<file path="src/rtl/alu_flags_pkg.sv">
package alu_flags_pkg;

    typedef enum logic [3:0] {
        OP_ADD  = 4'd0,
        OP_ADC  = 4'd1,
        OP_SUB  = 4'd2,
        OP_SBB  = 4'd3,
        OP_AND  = 4'd4,
        OP_OR   = 4'd5,
        OP_XOR  = 4'd6,
        OP_NOT  = 4'd7,
        OP_NEG  = 4'd8,
        OP_CMP  = 4'd9,
        OP_TST  = 4'd10,
        OP_CLC  = 4'd11,
        OP_STC  = 4'd12,
        OP_CMC  = 4'd13,
        OP_NOP0 = 4'd14,
        OP_NOP1 = 4'd15
    } alu_op_e;

    // How an operation touches the status word
    typedef enum logic [1:0] {
        FW_NONE  = 2'd0,
        FW_FULL  = 2'd1,
        FW_LOGIC = 2'd2,
        FW_CARRY = 2'd3
    } flag_cls_e;

    typedef struct packed {
        logic neg;
        logic zero;
        logic ovf;
        logic cy;
    } flag_set_t;

    function automatic flag_cls_e op_class(input alu_op_e op);
        case (op)
            OP_ADD, OP_ADC, OP_SUB, OP_SBB, OP_NEG, OP_CMP: op_class = FW_FULL;
            OP_AND, OP_OR, OP_XOR, OP_NOT, OP_TST:          op_class = FW_LOGIC;
            OP_CLC, OP_STC, OP_CMC:                         op_class = FW_CARRY;
            default:                                        op_class = FW_NONE;
        endcase
    endfunction

endpackage

</file>
<file path="src/rtl/alu_datapath.sv">
module alu_datapath
    import alu_flags_pkg::*;
#(
    parameter int WIDTH = 8
) (
    input  alu_op_e          op,
    input  logic [WIDTH-1:0] a,
    input  logic [WIDTH-1:0] b,
    input  logic             cy_stored,
    output logic [WIDTH-1:0] res,
    output logic             res_is_wb,
    output flag_set_t        flg_nxt
);
    localparam int LW = WIDTH - 1;

    logic [WIDTH-1:0] add_x;
    logic [WIDTH-1:0] add_y;
    logic             add_ci;
    logic [LW-1:0]    low_sum;
    logic             c_into_msb;
    logic             msb_sum;
    logic             c_out_msb;
    logic [WIDTH-1:0] add_res;
    logic             is_arith;

    // Operand steering for the adder
    always_comb begin
        add_x    = a;
        add_y    = b;
        add_ci   = 1'b0;
        is_arith = 1'b1;
        unique case (op)
            OP_ADD: begin add_y = b;  add_ci = 1'b0;      end
            OP_ADC: begin add_y = b;  add_ci = cy_stored; end
            OP_SUB,
            OP_CMP: begin add_y = ~b; add_ci = 1'b1;      end
            OP_SBB: begin add_y = ~b; add_ci = cy_stored; end
            OP_NEG: begin add_x = '0; add_y = ~a; add_ci = 1'b1; end
            default: is_arith = 1'b0;
        endcase
    end

    // Adder split at the top bit so both carries are visible
    assign {c_into_msb, low_sum} = {1'b0, add_x[LW-1:0]} + {1'b0, add_y[LW-1:0]}
                                 + {{LW{1'b0}}, add_ci};
    assign {c_out_msb, msb_sum}  = {1'b0, add_x[WIDTH-1]} + {1'b0, add_y[WIDTH-1]}
                                 + {1'b0, c_into_msb};
    assign add_res = {msb_sum, low_sum};

    always_comb begin
        res       = '0;
        res_is_wb = 1'b0;
        flg_nxt   = '{neg: 1'b0, zero: 1'b0, ovf: 1'b0, cy: cy_stored};
        unique case (op)
            OP_ADD, OP_ADC, OP_SUB, OP_SBB, OP_NEG, OP_CMP: begin
                res       = add_res;
                res_is_wb = (op != OP_CMP);
                flg_nxt.ovf = c_into_msb ^ c_out_msb;
                flg_nxt.cy  = c_out_msb;
            end
            OP_AND, OP_TST: begin
                res       = a & b;
                res_is_wb = (op != OP_TST);
            end
            OP_OR:  begin res = a | b; res_is_wb = 1'b1; end
            OP_XOR: begin res = a ^ b; res_is_wb = 1'b1; end
            OP_NOT: begin res = ~a;    res_is_wb = 1'b1; end
            OP_CLC: flg_nxt.cy = 1'b0;
            OP_STC: flg_nxt.cy = 1'b1;
            OP_CMC: flg_nxt.cy = ~cy_stored;
            default: ;
        endcase
        flg_nxt.neg  = res[WIDTH-1];
        flg_nxt.zero = (res == '0);
    end

    wire unused_arith = is_arith;

endmodule

</file>
<file path="src/rtl/alu_flag_reg.sv">
module alu_flag_reg
    import alu_flags_pkg::*;
(
    input  logic      clk,
    input  logic      rst_n,
    input  logic      upd_en,
    input  flag_cls_e cls,
    input  flag_set_t flg_nxt,
    output flag_set_t flg_q
);
    flag_set_t flg_d;

    always_comb begin
        flg_d = flg_q;
        if (upd_en) begin
            unique case (cls)
                FW_FULL:  flg_d = flg_nxt;
                FW_LOGIC: flg_d = '{neg: flg_nxt.neg, zero: flg_nxt.zero,
                                    ovf: 1'b0, cy: flg_q.cy};
                FW_CARRY: flg_d.cy = flg_nxt.cy;
                FW_NONE:  flg_d = flg_q;
            endcase
        end
    end

    always_ff @(posedge clk or negedge rst_n) begin
        if (!rst_n) flg_q <= '0;
        else        flg_q <= flg_d;
    end

    p_hold_r10: assert property (@(posedge clk) disable iff (!rst_n)
        (!upd_en || cls == FW_NONE) |=> $stable(flg_q));

    p_carry_only_r9: assert property (@(posedge clk) disable iff (!rst_n)
        (upd_en && cls == FW_CARRY) |=> ($stable(flg_q.neg) && $stable(flg_q.zero)
                                         && $stable(flg_q.ovf)));

    p_logic_keeps_c_r8: assert property (@(posedge clk) disable iff (!rst_n)
        (upd_en && cls == FW_LOGIC) |=> (!flg_q.ovf && $stable(flg_q.cy)));

    p_nz_exclusive_r4: assert property (@(posedge clk) disable iff (!rst_n)
        (upd_en && (cls == FW_FULL || cls == FW_LOGIC)) |=> !(flg_q.neg && flg_q.zero));

endmodule

</file>
<file path="src/rtl/alu_cond_eval.sv">
module alu_cond_eval
    import alu_flags_pkg::*;
(
    input  flag_set_t  flg,
    input  logic [2:0] sel,
    output logic       taken
);
    logic base;

    // Bit 0 of the selector inverts the tested flag; bits 2:1 pick it
    always_comb begin
        unique case (sel[2:1])
            2'd0: base = flg.zero;
            2'd1: base = flg.cy;
            2'd2: base = ~flg.neg;
            2'd3: base = flg.ovf;
        endcase
        taken = base ^ sel[0];
    end

endmodule

</file>
<file path="src/rtl/alu_flags_unit.sv">
module alu_flags_unit
    import alu_flags_pkg::*;
#(
    parameter int WIDTH = 8
) (
    input  logic             clk,
    input  logic             rst_n,
    input  logic             op_valid,
    input  logic [3:0]       op_code,
    input  logic [WIDTH-1:0] opnd_a,
    input  logic [WIDTH-1:0] opnd_b,
    output logic [WIDTH-1:0] result,
    output logic             res_wr,
    output logic [3:0]       flags_q,
    input  logic [2:0]       br_cond,
    output logic             br_taken
);
    alu_op_e   op;
    flag_set_t flg_nxt;
    flag_set_t flg_q;
    flag_cls_e cls;
    logic      wb_raw;

    assign op  = alu_op_e'(op_code);
    assign cls = op_class(op);

    alu_datapath #(.WIDTH(WIDTH)) u_dp (
        .op        (op),
        .a         (opnd_a),
        .b         (opnd_b),
        .cy_stored (flg_q.cy),
        .res       (result),
        .res_is_wb (wb_raw),
        .flg_nxt   (flg_nxt)
    );

    alu_flag_reg u_flags (
        .clk     (clk),
        .rst_n   (rst_n),
        .upd_en  (op_valid),
        .cls     (cls),
        .flg_nxt (flg_nxt),
        .flg_q   (flg_q)
    );

    alu_cond_eval u_cond (
        .flg   (flg_q),
        .sel   (br_cond),
        .taken (br_taken)
    );

    assign res_wr  = op_valid & wb_raw;
    assign flags_q = flg_q;

    p_add_ovf_sign_r3: assert property (@(posedge clk) disable iff (!rst_n)
        (op_valid && op == OP_ADD && flg_nxt.ovf) |->
        (opnd_a[WIDTH-1] == opnd_b[WIDTH-1] && result[WIDTH-1] != opnd_a[WIDTH-1]));

    p_sub_ovf_sign_r3: assert property (@(posedge clk) disable iff (!rst_n)
        (op_valid && op == OP_SUB && flg_nxt.ovf) |->
        (opnd_a[WIDTH-1] != opnd_b[WIDTH-1] && result[WIDTH-1] != opnd_a[WIDTH-1]));

    p_no_wb_cmp_r7: assert property (@(posedge clk) disable iff (!rst_n)
        (op == OP_CMP || op == OP_TST) |-> !res_wr);

endmodule

</file>
<file path="config.mk">
export PLATFORM = sky130hd
export DESIGN_NAME = alu_flags_unit
export DESIGN_NICKNAME = d
export VERILOG_FILES = /design/src/rtl/alu_flags_pkg.sv /design/src/rtl/alu_datapath.sv /design/src/rtl/alu_flag_reg.sv /design/src/rtl/alu_cond_eval.sv /design/src/rtl/alu_flags_unit.sv
export SDC_FILE = /design/constraint.sdc
export NUM_CORES = 1
export LEC_CHECK = 0
export BUFFER_PORTS_ARGS = -buffer_cell sky130_fd_sc_hd__buf_4
export CORE_UTILIZATION = 37
export DETAILED_ROUTE_END_ITERATION = 16
export PLACE_DENSITY = 0.65
export SYNTH_ARGS = -nofsm -noshare
export SYNTH_HDL_FRONTEND = slang
export SYNTH_SLANG_ARGS = --single-unit
export TNS_END_PERCENT = 20
</file>
<file path="constraint.sdc">
create_clock -name clk -period 7.36 [get_ports clk]
set_input_delay 1.104 -clock clk [delete_from_list [all_inputs] [get_ports clk]]
set_output_delay 1.104 -clock clk [all_outputs]
set_load 0.02 [all_outputs]
</file>
==> run_results.csv, run 1 <==
group,metric,value,unit
detailed_routing,drtIter0Drc,151,
critical_path,cp.arrival,4640,ps
cts,cts_tree,"done",
detailed_routing,num_vias,1796,
timing,slew_headroom,58.77,%
timing,tightest_slew,616.2,ps
timing,final.setup.tns,0,ps
die,core_area,4474,µm²
timing,rsz0062_at_grt,"no",
die,die_y,71.18,µm
timing,setup_viol,0,
critical_path,critPathMaxFanout,23,
timing,hold_viol_final,0,
layout,layout.nets,314,
timing,finalCriticalPeriod,5744,ps
detailed_routing,wl_per_cell,14.85,µm
power,irDropWorstVdd,50.28,µV
detailed_routing,via_per_inst,5.756,
detailed_routing,dr.pass1.iters,12,
die,start_util,39.57,%
layout,areaGrowthSynthToFinish,17.31,%
global_routing,grt_max_degree,36,
critical_path,endpoint_kind,"output port",
cts,clkSinkCount,4,
timing,whs,509.3,ps
global_routing,antenna_found_initial,0,
power,leakage,0.001063,µW
die,ioPinCount,40,
synthesis,synth_nets,287,
synthesis,synth_cells,235,
flow_run,maxCapViolCount,0,
cts,cts_resized,0,
synthesis,synth-seq-area-share,5.654,%
critical_path,cp-start-kind,"input port",
timing,fin_skew,1.916,ps
detailed_routing,drt_wl_total,4.634,mm
cts,clk_path_buf_depth,2,
layout,largest_register,"u_flags.flg_q",
die,die_w,71.18,µm
layout,drive_gt1_share,20.00,%
global_routing,gr-usage-all-layers,18.68,%
detailed_routing,drtAntennaViolNets,0,
synthesis,synth_edf_count,0,
synthesis,yosysWarnings,0,
timing,fin_crit_sh,78.05,%
synthesis,avgSynthCellArea,7.534,µm²
cts,clk_pin_slew,30,ps
power,power_density,132.6,nW/µm²
layout,fin_area,2077,µm²
cts,cts_hold_buf,0,
die,die_area,5066,µm²
cts,root_buffer,"clkbuf_8",
cts,clk_latency,210,ps
place,gp_routability_congestion,0.8767,
critical_path,critPathRequiredTime,6260,ps
synthesis,synthDistinctLibCells,46,
place,dp_hpwl,3.459,mm
status,violations,"design-rule violations",
detailed_routing,drc,4,
power,finalPower,275.5,µW
global_routing,grt_pass1_wl,7.838,mm
status,outcome,"finished, violations left",
layout,n_fill_cell,473,
cts,numCtsBuffers,3,
place,numPortBuffers,39,
global_routing,overflow,0,
cts,htree_num_levels,1,
cts,cts_setup_buffers,0,
layout,top_regs,"u_flags.flg_q x4",
place,place_area,2036,µm²
layout,diodes,0,
critical_path,worstSetupPathType,"input port to output port",
layout,largest_reg_flops,4,
synthesis,async_flop_share,100.0,%
synthesis,syn_area,1770,µm²
timing,drv_slew,0,
synthesis,synth-seq-cells,4,
global_routing,grt_pass1_vias,1747,
die,num_rows,24,
timing,max_freq,0.1741,GHz
synthesis,synth-main-ff-cell,"dfrtp_1",
min_path,hp-class,"register to register",
where the power goes:
part	total [µW]	internal (µW)	switching, µW
sequential	32.5	27.3	5.17
combinational	198	90.3	108
clock	44.6	34.7	9.89
total	275	152	123
layout make-up:
class / count / area, µm² / share of cell area, %
Multi-Input combinational cell: 188 / 1480 / 71.27
Timing Repair Buffer: 39 / 292.8 / 14.10
Sequential cell: 4 / 100.1 / 4.819
Inverter: 26 / 97.59 / 4.699
Tap cell: 52 / 65.06 / 3.133
Clock buffer: 3 / 41.29 / 1.988
path summary, 6_finish.rpt:
path,to,slack [ps],cells after the start,startpoint
setup / recovery,result[7],1620,18,op_code[2]
hold / removal,u_flags.flg_q[3],510,2,u_flags.flg_q[3]
setup reg to reg,u_flags.flg_q[2],3840,15,u_flags.flg_q[0]
hold reg to reg,u_flags.flg_q[3],510,2,u_flags.flg_q[3]
max in group asynchronous,u_flags.flg_q[1],6580,1,rst_n
min in group asynchronous,u_flags.flg_q[2],680,1,rst_n
cell usage after synthesis (6+ instances only):
| cell type | number | area [µm²] |
|---|---|---|
| inv_1 | 24 | 90.09 |
| nor2_1 | 24 | 90.09 |
| ha_1 | 23 | 287.8 |
| mux2i_1 | 23 | 230.2 |
| nand2_1 | 13 | 48.80 |
| a21oi_1 | 11 | 55.05 |
| nand2b_1 | 11 | 68.82 |
| o21ai_0 | 9 | 45.04 |
| o22ai_1 | 9 | 56.30 |
| a221oi_1 | 7 | 61.31 |
| nor2b_1 | 6 | 37.54 |
critical path, cell delays in order:
cell,delay (ps)
buf_4,260
inv_1,150
nand2_1,360
o22ai_1,150
nand2_1,90
o221ai_1,150
fa_1,490
nor2b_1,170
o311a_1,160
o21ai_1,80
a21o_1,210
fa_1,570
nor2_1,40
a41oi_1,170
o22ai_1,100
a21oi_1,160
inv_1,80
buf_4,160
metal layers:
metal / global-route usage, % / share of wire [%] / vias up
met1: 24.05 / 45 / 849
met3: 0.5698 / 3.0 / 7
met4: 2.222 / 0.95 / 0
met5: 0 / 0 / -
met2: 35.34 / 51 / 42
li1: - / - / 898
cells in the final DEF (no fill, tap or decap), drive strengths merged, types with 2 or more instances in the layout:
| cell type | instances |
|---|---|
| inv | 26 |
| nand2 | 13 |
| o21bai | 2 |
| o21ai | 11 |
| o22ai | 9 |
| nand2b | 11 |
| mux2i | 23 |
| nor2b | 7 |
| a21o | 2 |
| a221o | 5 |
| and2 | 2 |
| clkbuf | 3 |
| buf | 39 |
| mux2 | 3 |
| o32ai | 2 |
| fa | 3 |
| nor2 | 25 |
| xnor2 | 2 |
| a21oi | 11 |
| xor2 | 4 |
| a31oi | 2 |
| nor3 | 4 |
| a32o | 2 |
| dfrtp | 4 |
| a221oi | 7 |
| o221ai | 2 |
| ha | 23 |
| o31ai | 2 |
| a41oi | 2 |
per-stage QoR:
stage | cells | worst slack [ps] | utilization, %
after floorplan | 235 | 1857 | -
after global placement | 309 | 1730 | 45.50
after detailed placement | 309 | 1652 | 45.50
after CTS | 312 | 1653 | 46.42
after global routing | 312 | 1339 | 46.42
final | 312 | 1616 | 46.42
cell families (layout without fill, tap and decap cells):
| kind of cell | Yosys count | count (layout) | synth area share [%] |
|---|---|---|---|
| adders and majority gates | 26 | 26 | 19.65 |
| AOI/OAI and AO/OA | 64 | 64 | 26.57 |
| and+or+nand+nor | 65 | 65 | 18.23 |
| muxes | 27 | 27 | 16.18 |
| DFF | 4 | 4 | 5.654 |
| buffers and inverters | 43 | 68 | 10.74 |
| xor gates and xnor gates | 6 | 6 | 2.968 |
No activity file was read; power rests on OpenSTA's default activity.
==> inputs of run 2 (changes only) <==
- clock period: 7.36 -> 5.8 ns (I/O delays scaled with it)
==> run_results.csv, run 2 (synthesized netlist as in run 1, its figures left out) <==
group,metric,value,unit
cts,htree_num_levels,1,
flow_run,maxCapViolCount,0,
critical_path,endpoint_kind,"output port",
global_routing,overflow,0,
detailed_routing,wl_met2,2.334,mm
critical_path,cp-startpoint,"op_code[2]",
layout,mostFrequentLayoutCells,"buf_4 (39), inv_1 (24), nor2_1 (24), mux2i_1 (23), ha_1 (23)",
cts,cts_hold_buf,0,
global_routing,grt_max_degree,36,
cts,root_buffer,"clkbuf_8",
critical_path,reg2reg_from,"u_flags.flg_q[0]",
die,die_area,5066,µm²
cts,numCtsBuffers,3,
global_routing,antenna_found_initial,0,
detailed_routing,drc,4,
detailed_routing,highest_layer,"met4",
cts,clkSinkCount,4,
critical_path,worstSetupPathType,"input port to output port",
layout,top_regs,"u_flags.flg_q x4",
detailed_routing,drt_wl_total,4.565,mm
timing,max_freq,0.1896,GHz
cts,clk_pin_slew,30,ps
power,irDropWorstVdd,64.58,µV
global_routing,gr-usage-all-layers,18.59,%
timing,layout_setup_ws,525.4,ps
place,gp_routability_congestion,0.8769,
global_routing,grt_pass1_wl,7.728,mm
detailed_routing,drtIter0Drc,187,
timing,rsz0062_at_grt,"no",
critical_path,critPathRequiredTime,4930,ps
layout,largest_reg_flops,4,
detailed_routing,via_per_inst,5.644,
layout,fin_area,2077,µm²
place,dp_hpwl,3.437,mm
critical_path,critPathMaxFanout,23,
layout,areaGrowthSynthToFinish,17.31,%
critical_path,reg2reg_slack,2280,ps
global_routing,grt_pass1_vias,1733,
layout,drive_gt1_share,20.00,%
timing,drv_slew,0,
timing,tightest_slew,609.6,ps
die,die_w,71.18,µm
die,num_rows,24,
die,ioPinCount,40,
place,dp_worst_setup_slack,563.7,ps
critical_path,r2r_end,"u_flags.flg_q[2]",
timing,fin_skew,0.8288,ps
critical_path,cp.arrival,4400,ps
min_path,hp-class,"input port to asynchronous set/reset pin",
critical_path,cp_cell_sequence,"buf_4, inv_1, nand2_1, o22ai_1, nand2_1, o221ai_1, fa_1, nor2b_1, o311a_1, o21ai_1, a21o_1, fa_1, nor2_1, a41oi_1, o22ai_1, a21oi_1, inv_1, buf_4",
cts,clk_path_buf_depth,2,
timing,finalCriticalPeriod,5275,ps
cts,clk_latency,210,ps
critical_path,cp_num_buf_inv,4,
detailed_routing,num_vias,1761,
critical_path,critical-path-max-stage-delay,570,ps
timing,hold_viol_final,0,
timing,final.setup.tns,0,ps
layout,layout.nets,314,
layout,diodes,0,
place,place_area,2036,µm²
power,leakage,0.001063,µW
status,outcome,"finished, violations left",
timing,slew_headroom,59.21,%
layout,largest_register,"u_flags.flg_q",
cts,cts_resized,0,
detailed_routing,dr.pass1.iters,11,
critical_path,r2r_cells,15,
place,numPortBuffers,39,
detailed_routing,drtAntennaViolNets,0,
layout,final_common_cell,"buf_4",
layout,n_fill_cell,473,
die,core_area,4474,µm²
status,violations,"design-rule violations",
critical_path,cp-start-kind,"input port",
detailed_routing,wl_per_cell,14.63,µm
power,power_density,168.4,nW/µm²
cts,cts_setup_buffers,0,
critical_path,setup.worst_path.end,"result[7]",
critical_path,critPathSlowestCell,"fa_1",
critical_path,critPathTopFamily,"compound AO/OA/AOI/OAI gates",
die,start_util,39.57,%
detailed_routing,dr_wl_met3,167,µm
timing,fin_crit_sh,90.94,%
die,die_y,71.18,µm
critical_path,worst-path-stages,18,
detailed_routing,route.layer.met1.wl,2.046,mm
timing,setup_viol,0,
cts,cts_tree,"done",
-- run 2: cell counts in the layout (fill, tap and decap cells not counted) --
Identical to the previous run, type by type.
-- run 2: layout make-up --
cell class,instances,area (µm²),area share (%)
Inverter,26,97.59,4.699
Sequential cell,4,100.1,4.819
Tap cell,52,65.06,3.133
Multi-Input combinational cell,188,1480,71.27
Timing Repair Buffer,39,292.8,14.10
Clock buffer,3,41.29,1.988
-- run 2: worst min-delay path by stage --
stage	to	slack, ps
2_1_floorplan	u_flags.flg_q[0]	540
3_3_place_gp	u_flags.flg_q[3]	520
3_5_place_dp	u_flags.flg_q[3]	510
4_1_cts	u_flags.flg_q[2]	450
5_1_grt	u_flags.flg_q[1]	440
6_report	u_flags.flg_q[2]	450
-- run 2: metrics by stage --
step	utilization [%]	total power [µW]	hold slack [ps]	cells
floorplan	-	216.6	543.4	235
global placement	45.50	289.2	519.7	309
detailed placement	45.50	292.0	511.4	309
CTS	46.42	350.5	446.0	312
global route	46.42	378.3	443.3	312
finish	46.42	349.8	445.6	312
-- run 2: where the power goes --
part           internal (µW)  switching, µW
combinational            115            136
clock                   44.2           13.4
sequential              34.7           6.52
total                    193            156
-- run 2: worst register-to-register path: stages (launching register included) --
cell and delay (ps):
dfrtp_1 410, o21bai_1 80, a221o_1 390, fa_1 420
nor2b_1 170, o311a_1 160, o21ai_1 80, a21o_1 210
fa_1 570, nor2_1 40, a41oi_1 170, o22ai_1 100
a21oi_1 160, inv_1 80, and4bb_1 260, a32o_2 160
-- run 2: per-layer routing --
layer	track usage [%]	vias up
met5	0	-
met4	3.333	0
met3	0.4274	2
met2	34.39	39
met1	24.22	823
li1	-	897
